File: src/rtl/wdt_keyed_pkg.sv
package wdt_keyed_pkg;
  localparam int unsigned B_HOLD = 7;
  localparam int unsigned B_MODE = 4;
  localparam int unsigned B_CLR  = 3;
  localparam int unsigned B_SRC  = 2;
  localparam logic [7:0]  CFG_KEEP = 8'h97;

  localparam logic [1:0] CAUSE_NONE   = 2'b00;
  localparam logic [1:0] CAUSE_EXPIRE = 2'b01;
  localparam logic [1:0] CAUSE_KEY    = 2'b10;

  function automatic int unsigned max4(input int unsigned a, input int unsigned b,
                                       input int unsigned c, input int unsigned d);
    int unsigned m;
    m = a;
    if (b > m) m = b;
    if (c > m) m = c;
    if (d > m) m = d;
    return m;
  endfunction

  function automatic logic [7:0] keep_cfg(input logic [7:0] cmd);
    return cmd & CFG_KEEP;
  endfunction
endpackage

File: src/rtl/wdt_keyguard.sv
module wdt_keyguard #(
  parameter logic [7:0] KEY        = 8'h5A,
  parameter bit         WRITE_ONCE = 1'b0
) (
  input  logic       clk,
  input  logic       rst_n,
  input  logic       wr_en,
  input  logic [7:0] wkey,
  output logic       accept,
  output logic       violate
);
  logic locked;
  logic key_match;

  assign key_match = (wkey == KEY);

  generate
    if (WRITE_ONCE) begin : g_lock
      logic lock_q;
      always_ff @(posedge clk or negedge rst_n) begin
        if (!rst_n)      lock_q <= 1'b0;
        else if (accept) lock_q <= 1'b1;
      end
      assign locked = lock_q;
    end else begin : g_open
      assign locked = 1'b0;
    end
  endgenerate

  assign accept  = wr_en & key_match & ~locked;
  assign violate = wr_en & ~(key_match & ~locked);
endmodule

File: src/rtl/wdt_tick_counter.sv
module wdt_tick_counter #(
  parameter int unsigned EXP0 = 15,
  parameter int unsigned EXP1 = 13,
  parameter int unsigned EXP2 = 9,
  parameter int unsigned EXP3 = 6,
  localparam int unsigned CW  = wdt_keyed_pkg::max4(EXP0, EXP1, EXP2, EXP3)
) (
  input  logic       clk,
  input  logic       rst_n,
  input  logic       tick,
  input  logic       run,
  input  logic       clr,
  input  logic [1:0] sel,
  output logic       expire
);
  localparam int unsigned EXPS [4] = '{EXP0, EXP1, EXP2, EXP3};

  logic [CW-1:0] last_tab [4];
  logic [CW-1:0] cnt_q;

  for (genvar i = 0; i < 4; i++) begin : g_last
    assign last_tab[i] = CW'((64'd1 << EXPS[i]) - 64'd1);
  end

  assign expire = tick & run & (cnt_q >= last_tab[sel]);

  always_ff @(posedge clk or negedge rst_n) begin
    if (!rst_n)           cnt_q <= '0;
    else if (clr)         cnt_q <= '0;
    else if (expire)      cnt_q <= '0;
    else if (tick && run) cnt_q <= cnt_q + 1'b1;
  end
endmodule

File: src/rtl/wdt_keyed_ctrl.sv
module wdt_keyed_ctrl #(
  parameter logic [7:0]  KEY        = 8'h5A,
  parameter bit          WRITE_ONCE = 1'b0,
  parameter int unsigned EXP0       = 15,
  parameter int unsigned EXP1       = 13,
  parameter int unsigned EXP2       = 9,
  parameter int unsigned EXP3       = 6
) (
  input  logic        clk,
  input  logic        rst_n,
  input  logic        wr_en,
  input  logic [15:0] wdata,
  output logic [15:0] rdata,
  input  logic        tick_a,
  input  logic        tick_b,
  output logic        rst_req,
  output logic        irq,
  output logic [1:0]  rst_cause
);
  import wdt_keyed_pkg::*;

  logic [7:0] cfg_q;
  logic       key_ok;
  logic       key_bad;
  logic       expire_evt;
  logic       clr_evt;
  logic       tick_sel;
  logic       wdog_fire;
  logic       rst_req_q;
  logic       irq_q;
  logic [1:0] cause_q;

  wdt_keyguard #(.KEY(KEY), .WRITE_ONCE(WRITE_ONCE)) u_guard (
    .clk    (clk),
    .rst_n  (rst_n),
    .wr_en  (wr_en),
    .wkey   (wdata[15:8]),
    .accept (key_ok),
    .violate(key_bad)
  );

  assign tick_sel = cfg_q[B_SRC] ? tick_b : tick_a;
  assign clr_evt  = key_ok & wdata[B_CLR];

  wdt_tick_counter #(.EXP0(EXP0), .EXP1(EXP1), .EXP2(EXP2), .EXP3(EXP3)) u_cnt (
    .clk   (clk),
    .rst_n (rst_n),
    .tick  (tick_sel),
    .run   (~cfg_q[B_HOLD]),
    .clr   (clr_evt),
    .sel   (cfg_q[1:0]),
    .expire(expire_evt)
  );

  assign wdog_fire = expire_evt & ~cfg_q[B_MODE];

  always_ff @(posedge clk or negedge rst_n) begin
    if (!rst_n) begin
      cfg_q     <= 8'h00;
      rst_req_q <= 1'b0;
      irq_q     <= 1'b0;
      cause_q   <= CAUSE_NONE;
    end else begin
      rst_req_q <= key_bad | wdog_fire;
      if (key_ok) cfg_q <= keep_cfg(wdata[7:0]);
      if (key_bad)        cause_q <= CAUSE_KEY;
      else if (wdog_fire) cause_q <= CAUSE_EXPIRE;
      if (clr_evt)                          irq_q <= 1'b0;
      else if (expire_evt && cfg_q[B_MODE]) irq_q <= 1'b1;
    end
  end

  assign rdata     = {8'h00, cfg_q};
  assign rst_req   = rst_req_q;
  assign irq       = irq_q;
  assign rst_cause = cause_q;
endmodule

File: config.mk
export PLATFORM = sky130hd
export DESIGN_NAME = wdt_keyed_ctrl
export DESIGN_NICKNAME = d
export VERILOG_FILES = /design/src/rtl/wdt_keyed_pkg.sv /design/src/rtl/wdt_keyguard.sv /design/src/rtl/wdt_tick_counter.sv /design/src/rtl/wdt_keyed_ctrl.sv
export SDC_FILE = /design/constraint.sdc
export NUM_CORES = 1
export LEC_CHECK = 0
export BUFFER_PORTS_ARGS = -buffer_cell sky130_fd_sc_hd__buf_2
export CAP_MARGIN = 20
export CORE_MARGIN = 5
export CORE_UTILIZATION = 40
export DETAILED_ROUTE_END_ITERATION = 10
export HOLD_SLACK_MARGIN = 0.05
export PLACE_DENSITY = 0.72
export SETUP_SLACK_MARGIN = 0.5
export SLEW_MARGIN = 20
export SYNTH_ARGS = -nofsm -noshare
export SYNTH_HDL_FRONTEND = slang
export SYNTH_HIERARCHICAL = 1
export SYNTH_SLANG_ARGS = --single-unit
File: constraint.sdc
create_clock -name clk -period 4.6 [get_ports clk]
set_input_delay 1.15 -clock clk [delete_from_list [all_inputs] [get_ports clk]]
set_output_delay 1.15 -clock clk [all_outputs]
set_load 0.005 [all_outputs]
==> results by group, run 1 <==
Outcome
  – Outcome: completed

Timing
  – Max frequency: around 0.33 GHz
  – Final Slew Violations: 0
  – Final Skew: 0.00363 ns
  – Slew headroom: between 20 and 30%
  – Minimum clock period: 3.07 ns
  – Setup TNS: 0 ns
  – RSZ-0062 raised after global routing: no
  – Final setup fails: 0
  – Final Hold Vio Count: 0
  – Final period utilization: around two thirds
  – Least-Margin Pin Slew: about 1.1 ns

Floorplan
  – Die Y: approximately 74 um
  – FP Rows: 23
  – Die Wd: 74.5 um
  – CORE AREA: approximately 4000 um^2
  – Die area: around 5500 um^2
  – IO Pins: 41
  – Starting Density: around two fifths

Logic synthesis
  – Syn_area_per_cell: roughly 10 um^2
  – Post-Synthesis Cells: 169
  – Post-synthesis sequential area ratio: 36.1%
  – Synth warnings: 6
  – Cell area after synthesis: 1660 um^2
  – Synth cell types: 43
  – Flops & latches, synth: 24

Hold path
  – Hold EP: rst_cause[1]$_DFFE_PN0P_
  – Hold depth: 1
  – Class of the worst hold path: reg -> reg
  – Hold_sp: rst_cause[1]$_DFFE_PN0P_

Worst setup path
  – Crit start category: flop
  – Worst-path fanout max: 29
  – Crit end category: flop
  – Crit path arrival time: approximately 3.3 ns
  – CP Class: reg -> reg
  – WP data required: 4.78 ns
  – Worst reg2reg path depth: 7
  – Flop-to-flop setup slack: approximately 1.5 ns
  – FF-to-FF End: u_cnt/cnt_q[12]$_DFFE_PN0P_
  – Crit-path max cell delay: around 0.8 ns
  – Slowest CP cell: a311o_1
  – Cells along the critical path: or2_2, ha_1, and3_2, nand4_1, a311o_1, or3b_2, a31oi_1
  – RR Startpoint: cfg_q[1]$_DFFE_PN0P_

Placement
  – RePlAce Congestion: between 0.8 and 0.9
  – Dpl hpwl: roughly 2.5 mm
  – Dpl cell area: between 1500 and 2000 um^2
  – PortBufs: 27

GRT
  – GR Overflow Total: 0
  – Largest net degree at the start of global routing: 30
  – Initial antenna violation count: 0
  – GRT Total Usage: between 10% and 20%
  – Vias in the first global route: roughly 1,300
  – Global-route wire length before repair: 5.91 mm

Clocking
  – Cts bufs inserted: 3
  – CTS Hold Buffers Added: 0
  – CTS sink count: 24
  – Clock Path Buffers: 2
  – CTS clk-pin slew, worst paths: approximately 0.080 ns
  – Setup Buffers After CTS: 0
  – CTS tree: built
  – Post-CTS resize count: 0
  – Root Buffer: clkbuf_8
  – Clk_lat worst skew: 0.26 ns
  – CTS H-tree depth: 1

Run
  – Max Cap Viol: 0

Detailed routing
  – Router iterations before antenna repair: 4
  – 1st-iter DRT viols: a little over 70
  – Routed Antenna Nets: 0
  – Total wire length: around 3.5 mm
  – DRC violations left: 0
  – Drt wl/cell: between 10 and 15 um
  – Via count: ~1,400
  – Vias per cell: ~5.7

Pwr
  – Worst vdd ir: roughly 0.22 mV
  – Pwr dens: around 230 nW/um^2
  – Pleak: ~0.93 nW
  – Final Total Pwr: between 0.4 and 0.5 mW

Final layout
  – Fin util: approximately 45%
  – Layout area overhead: 7.91%
  – Share of layout cells above drive strength 1: around 25%
  – Ant. Diodes: 0
  – Area of the multi-input gates: roughly 930 um^2
  – Final Instance Area: ~1800 um^2
  – Final net count: between 200 and 250
  – Fillers: ~380
  – Register Area: about 600 um^2
==> worst max-delay path, delay by kind of cell (launching register included) <==
kind	cells	cell delay, ns
compound gates	2	1.01
fa+ha+maj	1	0.31
flops	1	0.50
simple gates	4	1.17
==> placed cells by master, fill, tap and decap left out, types with 2 or more instances in the layout <==
cell type  Yosys  final
and3_1        11     11
conb_1         1     11
a31oi_1       16     16
nand4bb_1      2      2
nand3_1       10     10
mux2_4         4      4
a21o_1         3      3
nand2_1       14     14
nand3b_1       3      3
nand4_1       11     11
a21oi_1        6      6
and4_1         3      3
ha_1           7      7
buf_2          2     27
or3b_1         2      2
clkbuf_8       1      3
inv_1          2      2
or3b_2         2      2
and4bb_1       2      2
nand2b_1       3      3
nor2_1         4      4
a211oi_1       2      2
dfrtp_1       24     24
==> worst max path at each step <==
stage                                             end  slack (ns)                  from
after floorplan           u_cnt/cnt_q[12]$_DFFE_PN0P_        1.69             wdata[13]
after global placement     u_cnt/cnt_q[9]$_DFFE_PN0P_        1.26              wdata[9]
after detailed placement   u_cnt/cnt_q[9]$_DFFE_PN0P_        1.25              wdata[9]
after CTS                  u_cnt/cnt_q[9]$_DFFE_PN0P_        1.52              wdata[9]
after global routing      u_cnt/cnt_q[12]$_DFFE_PN0P_        1.29  cfg_q[1]$_DFFE_PN0P_
final                     u_cnt/cnt_q[12]$_DFFE_PN0P_        1.53  cfg_q[1]$_DFFE_PN0P_
==> synthesized netlist by cell type (all sizes together) <==
| library cell | number | share of area (%) |
|---|---|---|
| a21o | 3 | 1.4 |
| nor2 | 4 | 0.90 |
| nand2b | 3 | 1.1 |
| o21a | 1 | 0.90 |
| a211o | 1 | 0.60 |
| conb | 1 | 0.23 |
| a21boi | 1 | 0.45 |
| o21ai | 2 | 0.83 |
| o311ai | 1 | 0.53 |
| mux2i | 1 | 0.60 |
| buf | 18 | 8.3 |
| dfrtp | 24 | 36 |
| and3 | 12 | 4.6 |
| and4bb | 2 | 1.5 |
| a311o | 1 | 0.60 |
| and4 | 3 | 1.6 |
| or2 | 1 | 0.38 |
| nand4 | 11 | 4.1 |
| nand3b | 3 | 1.4 |
| clkbuf | 2 | 1.1 |
| nand3 | 11 | 3.6 |
| a31oi | 16 | 6.0 |
| ha | 7 | 5.3 |
| a21oi | 6 | 1.8 |
| a211oi | 2 | 0.90 |
| a41oi | 1 | 0.53 |
| nand4bb | 2 | 1.4 |
| nand2 | 15 | 3.8 |
| nor2b | 1 | 0.38 |
| a2111oi | 1 | 1.7 |
| mux2 | 5 | 4.3 |
| inv | 2 | 0.45 |
| or3b | 4 | 2.1 |
| and2 | 1 | 0.53 |
==> cells by family after synthesis <==
group,synth area share (%)
and+or+nand+nor,27.4
AOI/OAI and AO/OA,16.2
adders and majority gates,5.27
other,0.226
buffers and inverters,9.86
muxes,4.89
DFF,36.1
==> through the flow <==
step                      worst slack, ns  std cells  hold WS [ns]
after floorplan                      1.69        179         0.468
after global placement               1.26        236         0.467
final                                1.53        240         0.485
after detailed placement             1.25        236         0.470
after CTS                            1.52        239         0.491
after global routing                 1.29        240         0.511
==> area by class of cell <==
type                    count  area share [%]
multi-input cells         133            52.1
flip-flops and latches     24            33.5
repair buffers             28            8.16
well taps                  50            3.49
clock buffers               3            2.30
inverters                   2           0.419
==> report_power, final <==
group          total, mW  leakage [nW]  switching, mW  internal, mW
registers          0.238         0.320         0.0160         0.222
logic             0.0572         0.588         0.0308        0.0264
clock network      0.123        0.0216         0.0644        0.0585
==> per-layer routing <==
metal / share of wire [%] / vias up / global-route usage (%)
li1: - / 671 / -
met1: 47 / 648 / 18.2
met2: 47 / 38 / 22.5
met3: 5.2 / 2 / 3.38
met4: 0.72 / 0 / 3.56
met5: 0 / - / 0
==> state kept, by name (all words and copies together) (netlist names) <==
name,count
cfg_q,5
irq,1
rst_cause,2
rst_req,1
u_cnt/cnt_q,15
Note: power is estimated with default switching activity, not from simulation.
==> run 2: changes to the inputs <==
--- a/config.mk
+++ b/config.mk
@@ -5,13 +5,14 @@
 export SDC_FILE = /design/constraint.sdc
 export NUM_CORES = 1
 export LEC_CHECK = 0
+export ABC_AREA = 1
 export BUFFER_PORTS_ARGS = -buffer_cell sky130_fd_sc_hd__buf_2
 export CAP_MARGIN = 20
 export CORE_MARGIN = 5
 export CORE_UTILIZATION = 40
 export DETAILED_ROUTE_END_ITERATION = 10
 export HOLD_SLACK_MARGIN = 0.05
-export PLACE_DENSITY = 0.72
+export PLACE_DENSITY = 0.74
 export SETUP_SLACK_MARGIN = 0.5
 export SLEW_MARGIN = 20
 export SYNTH_ARGS = -nofsm -noshare
==> constraint.sdc (replaced) <==
create_clock -name clk -period 2.6 [get_ports clk]
set_input_delay 0.65 -clock clk [delete_from_list [all_inputs] [get_ports clk]]
set_output_delay 0.65 -clock clk [all_outputs]
set_load 0.005 [all_outputs]
==> results by group, run 2 <==
Outcome
  – Outcome: completed (unchanged)

Detailed routing
  – Vias per cell: 4.63 (was 5.66)
  – Total wire length: 3.68 mm (was 3.46 mm)
  – 1st-iter DRT viols: 52 (was 72)
  – Router iterations before antenna repair: 4 (unchanged)
  – Via count: 1,607 (was 1,359)
  – Drt wl/cell: 10.6 um (was 14.4 um)
  – Routed Antenna Nets: 0 (unchanged)
  – DRC violations left: 0 (unchanged)

GRT
  – GR Overflow Total: 0 (unchanged)
  – Initial antenna violation count: 0 (unchanged)
  – GRT Total Usage: 14.3% (was 13.8%)
  – Vias in the first global route: 1,568 (was 1,259)
  – Largest net degree at the start of global routing: 25 (was 30)
  – Global-route wire length before repair: 6.45 mm (was 5.91 mm)

Timing
  – Max frequency: 0.505 GHz (was 0.326 GHz)
  – Slew headroom: 58.0% (was 29.8%)
  – Minimum clock period: 1.98 ns (was 3.07 ns)
  – Least-Margin Pin Slew: 0.629 ns (was 1.05 ns)
  – Final setup fails: 0 (unchanged)
  – Final Slew Violations: 0 (unchanged)
  – Final Skew: 0.00670 ns (was 0.00363 ns)
  – Final Hold Vio Count: 0 (unchanged)
  – RSZ-0062 raised after global routing: no (unchanged)
  – Setup TNS: 0 ns (unchanged)
  – Final period utilization: 76.1% (was 66.7%)

Final layout
  – Register Area: 602 um^2 (was 601 um^2)
  – Most common cell after layout, fill and taps aside: nand2_1 (was buf_2)
  – Share of layout cells above drive strength 1: 21.4% (was 24.7%)
  – Layout area overhead: 18.0% (was 7.91%)
  – Commonest non-fill, non-tap cells in the layout: 95 x nand2_1, 34 x inv_1, 32 x nor2_1 (was 27 x buf_2, 24 x dfrtp_1, 16 x a31oi_1)
  – Final Instance Area: 2050 um^2 (was 1790 um^2)
  – Area of the multi-input gates: 977 um^2 (was 935 um^2)
  – Fillers: 440 (was 382)
  – Final net count: 324 (was 220)
  – Fin util: 47.7% (was 44.8%)
  – Most flops, register: u_cnt/cnt_q (unchanged)
  – Ant. Diodes: 0 (unchanged)
  – Number of flip-flops in the largest register: 15 (unchanged)

Logic synthesis
  – Synth cell types: 28 (was 43)
  – Top post-synthesis cells by count: 96 x nand2_1, 35 x inv_1, 35 x nor2_1, 24 x dfrtp_1 (was 24 x dfrtp_1, 16 x a31oi_1, 14 x buf_4, 14 x nand2_1)
  – Post-synthesis sequential area ratio: 34.6% (was 36.1%)
  – Synth area leaders: dfrtp_1 35%, nand2_1 21%, inv_1 7.6%, nor2_1 7.6%, ha_1 5.1% (was dfrtp_1 36%, buf_4 6.3%, a31oi_1 6.0%, ha_1 5.3%, and3_1 4.1%)
  – Cell area after synthesis: 1730 um^2 (was 1660 um^2)
  – Dominant synthesized flop cell: dfrtp_1 (unchanged)
  – Post-synth EDFFs: 0 (unchanged)
  – Count leader, synth: nand2_1 (was dfrtp_1)
  – Post-Synthesis Cells: 263 (was 169)
  – Cell accounting for the most synthesized area: dfrtp_1 (unchanged)
  – Synth warnings: 6 (unchanged)
  – Async S/R FF share, synth: 100% (unchanged)
  – Syn_area_per_cell: 6.59 um^2 (was 9.83 um^2)
  – Flops & latches, synth: 24 (unchanged)
  – Top-area cell type share of the netlist area: 34.6% (was 36.1%)

Pwr
  – Share of total power in the clock network: 37.8% (was 29.4%)
  – Worst vdd ir: 0.323 mV (was 0.215 mV)
  – Pleak: 1.08 nW (was 0.930 nW)
  – P_sw: 0.231 mW (was 0.111 mW)
  – Reg power frac: 47.3% (was 57.0%)
  – Pwr dens: 433 nW/um^2 (was 233 nW/um^2)
  – Int Power: 0.655 mW (was 0.307 mW)
  – Switching share of power: 26.0% (was 26.6%)
  – Final Total Pwr: 0.885 mW (was 0.419 mW)
  – Combinational Power Share: 14.9% (was 13.7%)

Run
  – Max Cap Viol: 0 (unchanged)

Worst setup path
  – WP data required: 2.77 ns (was 4.78 ns)
  – Worst-path fanout max: 5 (was 29)
  – Crit path arrival time: 2.15 ns (was 3.25 ns)
  – Crit end category: flop (unchanged)
  – Crit start category: flop (unchanged)
  – CP Class: reg -> reg (unchanged)

Floorplan
  – Starting Density: 40.4% (was 41.5%)
  – Die area: 5750 um^2 (was 5540 um^2)
  – FP Rows: 24 (was 23)
  – CORE AREA: 4290 um^2 (was 4000 um^2)
  – Die Wd: 75.8 um (was 74.5 um)
  – Die Y: 75.8 um (was 74.5 um)
  – IO Pins: 41 (unchanged)

Clocking
  – Clock Path Buffers: 2 (unchanged)
  – CTS sink count: 24 (unchanged)
  – Clk_lat worst skew: 0.27 ns (was 0.26 ns)
  – Root Buffer: clkbuf_8 (unchanged)
  – CTS H-tree depth: 1 (unchanged)
  – CTS clk-pin slew, worst paths: 0.09 ns (was 0.08 ns)
  – CTS tree: built (unchanged)
  – CTS Hold Buffers Added: 0 (unchanged)
  – Cts bufs inserted: 3 (unchanged)

Placement
  – Dpl hpwl: 2.67 mm (was 2.54 mm)
  – RePlAce Congestion: 0.819 (was 0.838)
  – Dpl cell area: 1870 um^2 (was 1740 um^2)
  – PortBufs: 27 (unchanged)

Hold path
  – Class of the worst hold path: in -> async (was reg -> reg)
[run 2: changes by cell type after synthesis, moves of 8 or more]
cell,before,now
nand2_2,0,9
inv_1,2,35
and3_1,11,0
nand4_1,11,3
nor2_1,4,35
a31oi_1,16,0
nand2_1,14,96
[run 2: cell type report]
class | instances | share of cell area [%]
flip-flops and latches | 24 | 29.4
well taps | 52 | 3.18
clock inverters | 1 | 1.47
inverters | 37 | 6.78
clock buffers | 3 | 2.02
multi-input cells | 197 | 47.7
repair buffers | 33 | 9.41
[run 2: final timing paths]
kind | cells past startpoint | from | to | slack, ns
setup / recovery | 12 | cfg_q[1]$_DFFE_PN0P_ | u_cnt/cnt_q[14]$_DFFE_PN0P_ | 0.62
hold / removal | 1 | rst_n | u_cnt/cnt_q[14]$_DFFE_PN0P_ | 0.35
setup reg to reg | 12 | cfg_q[1]$_DFFE_PN0P_ | u_cnt/cnt_q[14]$_DFFE_PN0P_ | 0.62
hold reg to reg | 2 | rst_cause[1]$_DFFE_PN0P_ | rst_cause[1]$_DFFE_PN0P_ | 0.50
max in group asynchronous | 1 | rst_n | cfg_q[1]$_DFFE_PN0P_ | 1.86
min in group clk | 2 | rst_cause[1]$_DFFE_PN0P_ | rst_cause[1]$_DFFE_PN0P_ | 0.50
[run 2: power by group through the flow]
stage / Clock [mW] / Sequential [mW] / Combinational, mW
5_1_grt: 0.356 / 0.423 / 0.154
4_1_cts: 0.344 / 0.419 / 0.128
2_1_floorplan: 0 / 0.425 / 0.0874
3_3_place_gp: 0 / 0.427 / 0.119
3_5_place_dp: 0 / 0.429 / 0.120
6_report: 0.335 / 0.418 / 0.132
[run 2: per-layer routing]
| layer | vias to the layer above | track usage, % | routed length, um | part of all wire (%) |
|---|---|---|---|---|
| li1 | 837 | - | - | - |
| met1 | 733 | 16.7 | 1560 | 42 |
| met2 | 35 | 26.1 | 1890 | 51 |
| met3 | 2 | 3.69 | 215 | 5.8 |
| met4 | 0 | 2.72 | 21 | 0.57 |
| met5 | - | 0 | 0 | 0 |
[run 2: through the flow]
step / setup WS (ns) / instances / hold WS (ns)
after global placement: 0.413 / 338 / 0.460
after floorplan: 0.527 / 273 / 0.354
after detailed placement: 0.389 / 338 / 0.484
after CTS: 0.500 / 344 / 0.374
final: 0.621 / 347 / 0.350
after global routing: 0.533 / 347 / 0.417
[run 2: worst max-delay path: stages, from the launching register on]
cell	delay (ns)
dfrtp_2	0.41
or2_4	0.26
ha_4	0.28
nand2_1	0.06
nor2_2	0.14
nand2_2	0.08
nor2_2	0.12
nand2_2	0.10
nand2_4	0.10
nand2_8	0.06
buf_4	0.16
nand2_1	0.06
nand2_1	0.05
[run 2: logic make-up after synthesis]
kind of cell / share of synthesized area, %
AND/OR/NAND/NOR: 38.8
buffers and inverters: 14.6
flip-flops: 34.6
AO/OA/AOI/OAI: 5.19
adder cells (fa/ha/maj): 5.05
XOR/XNOR: 1.52
other: 0.216
[run 2: timing repair]
item	in CTS	in global routing
setup buffers	2	3
resized for setup	3	9
endpoints found under the setup margin	4	11
pin swaps	0	2
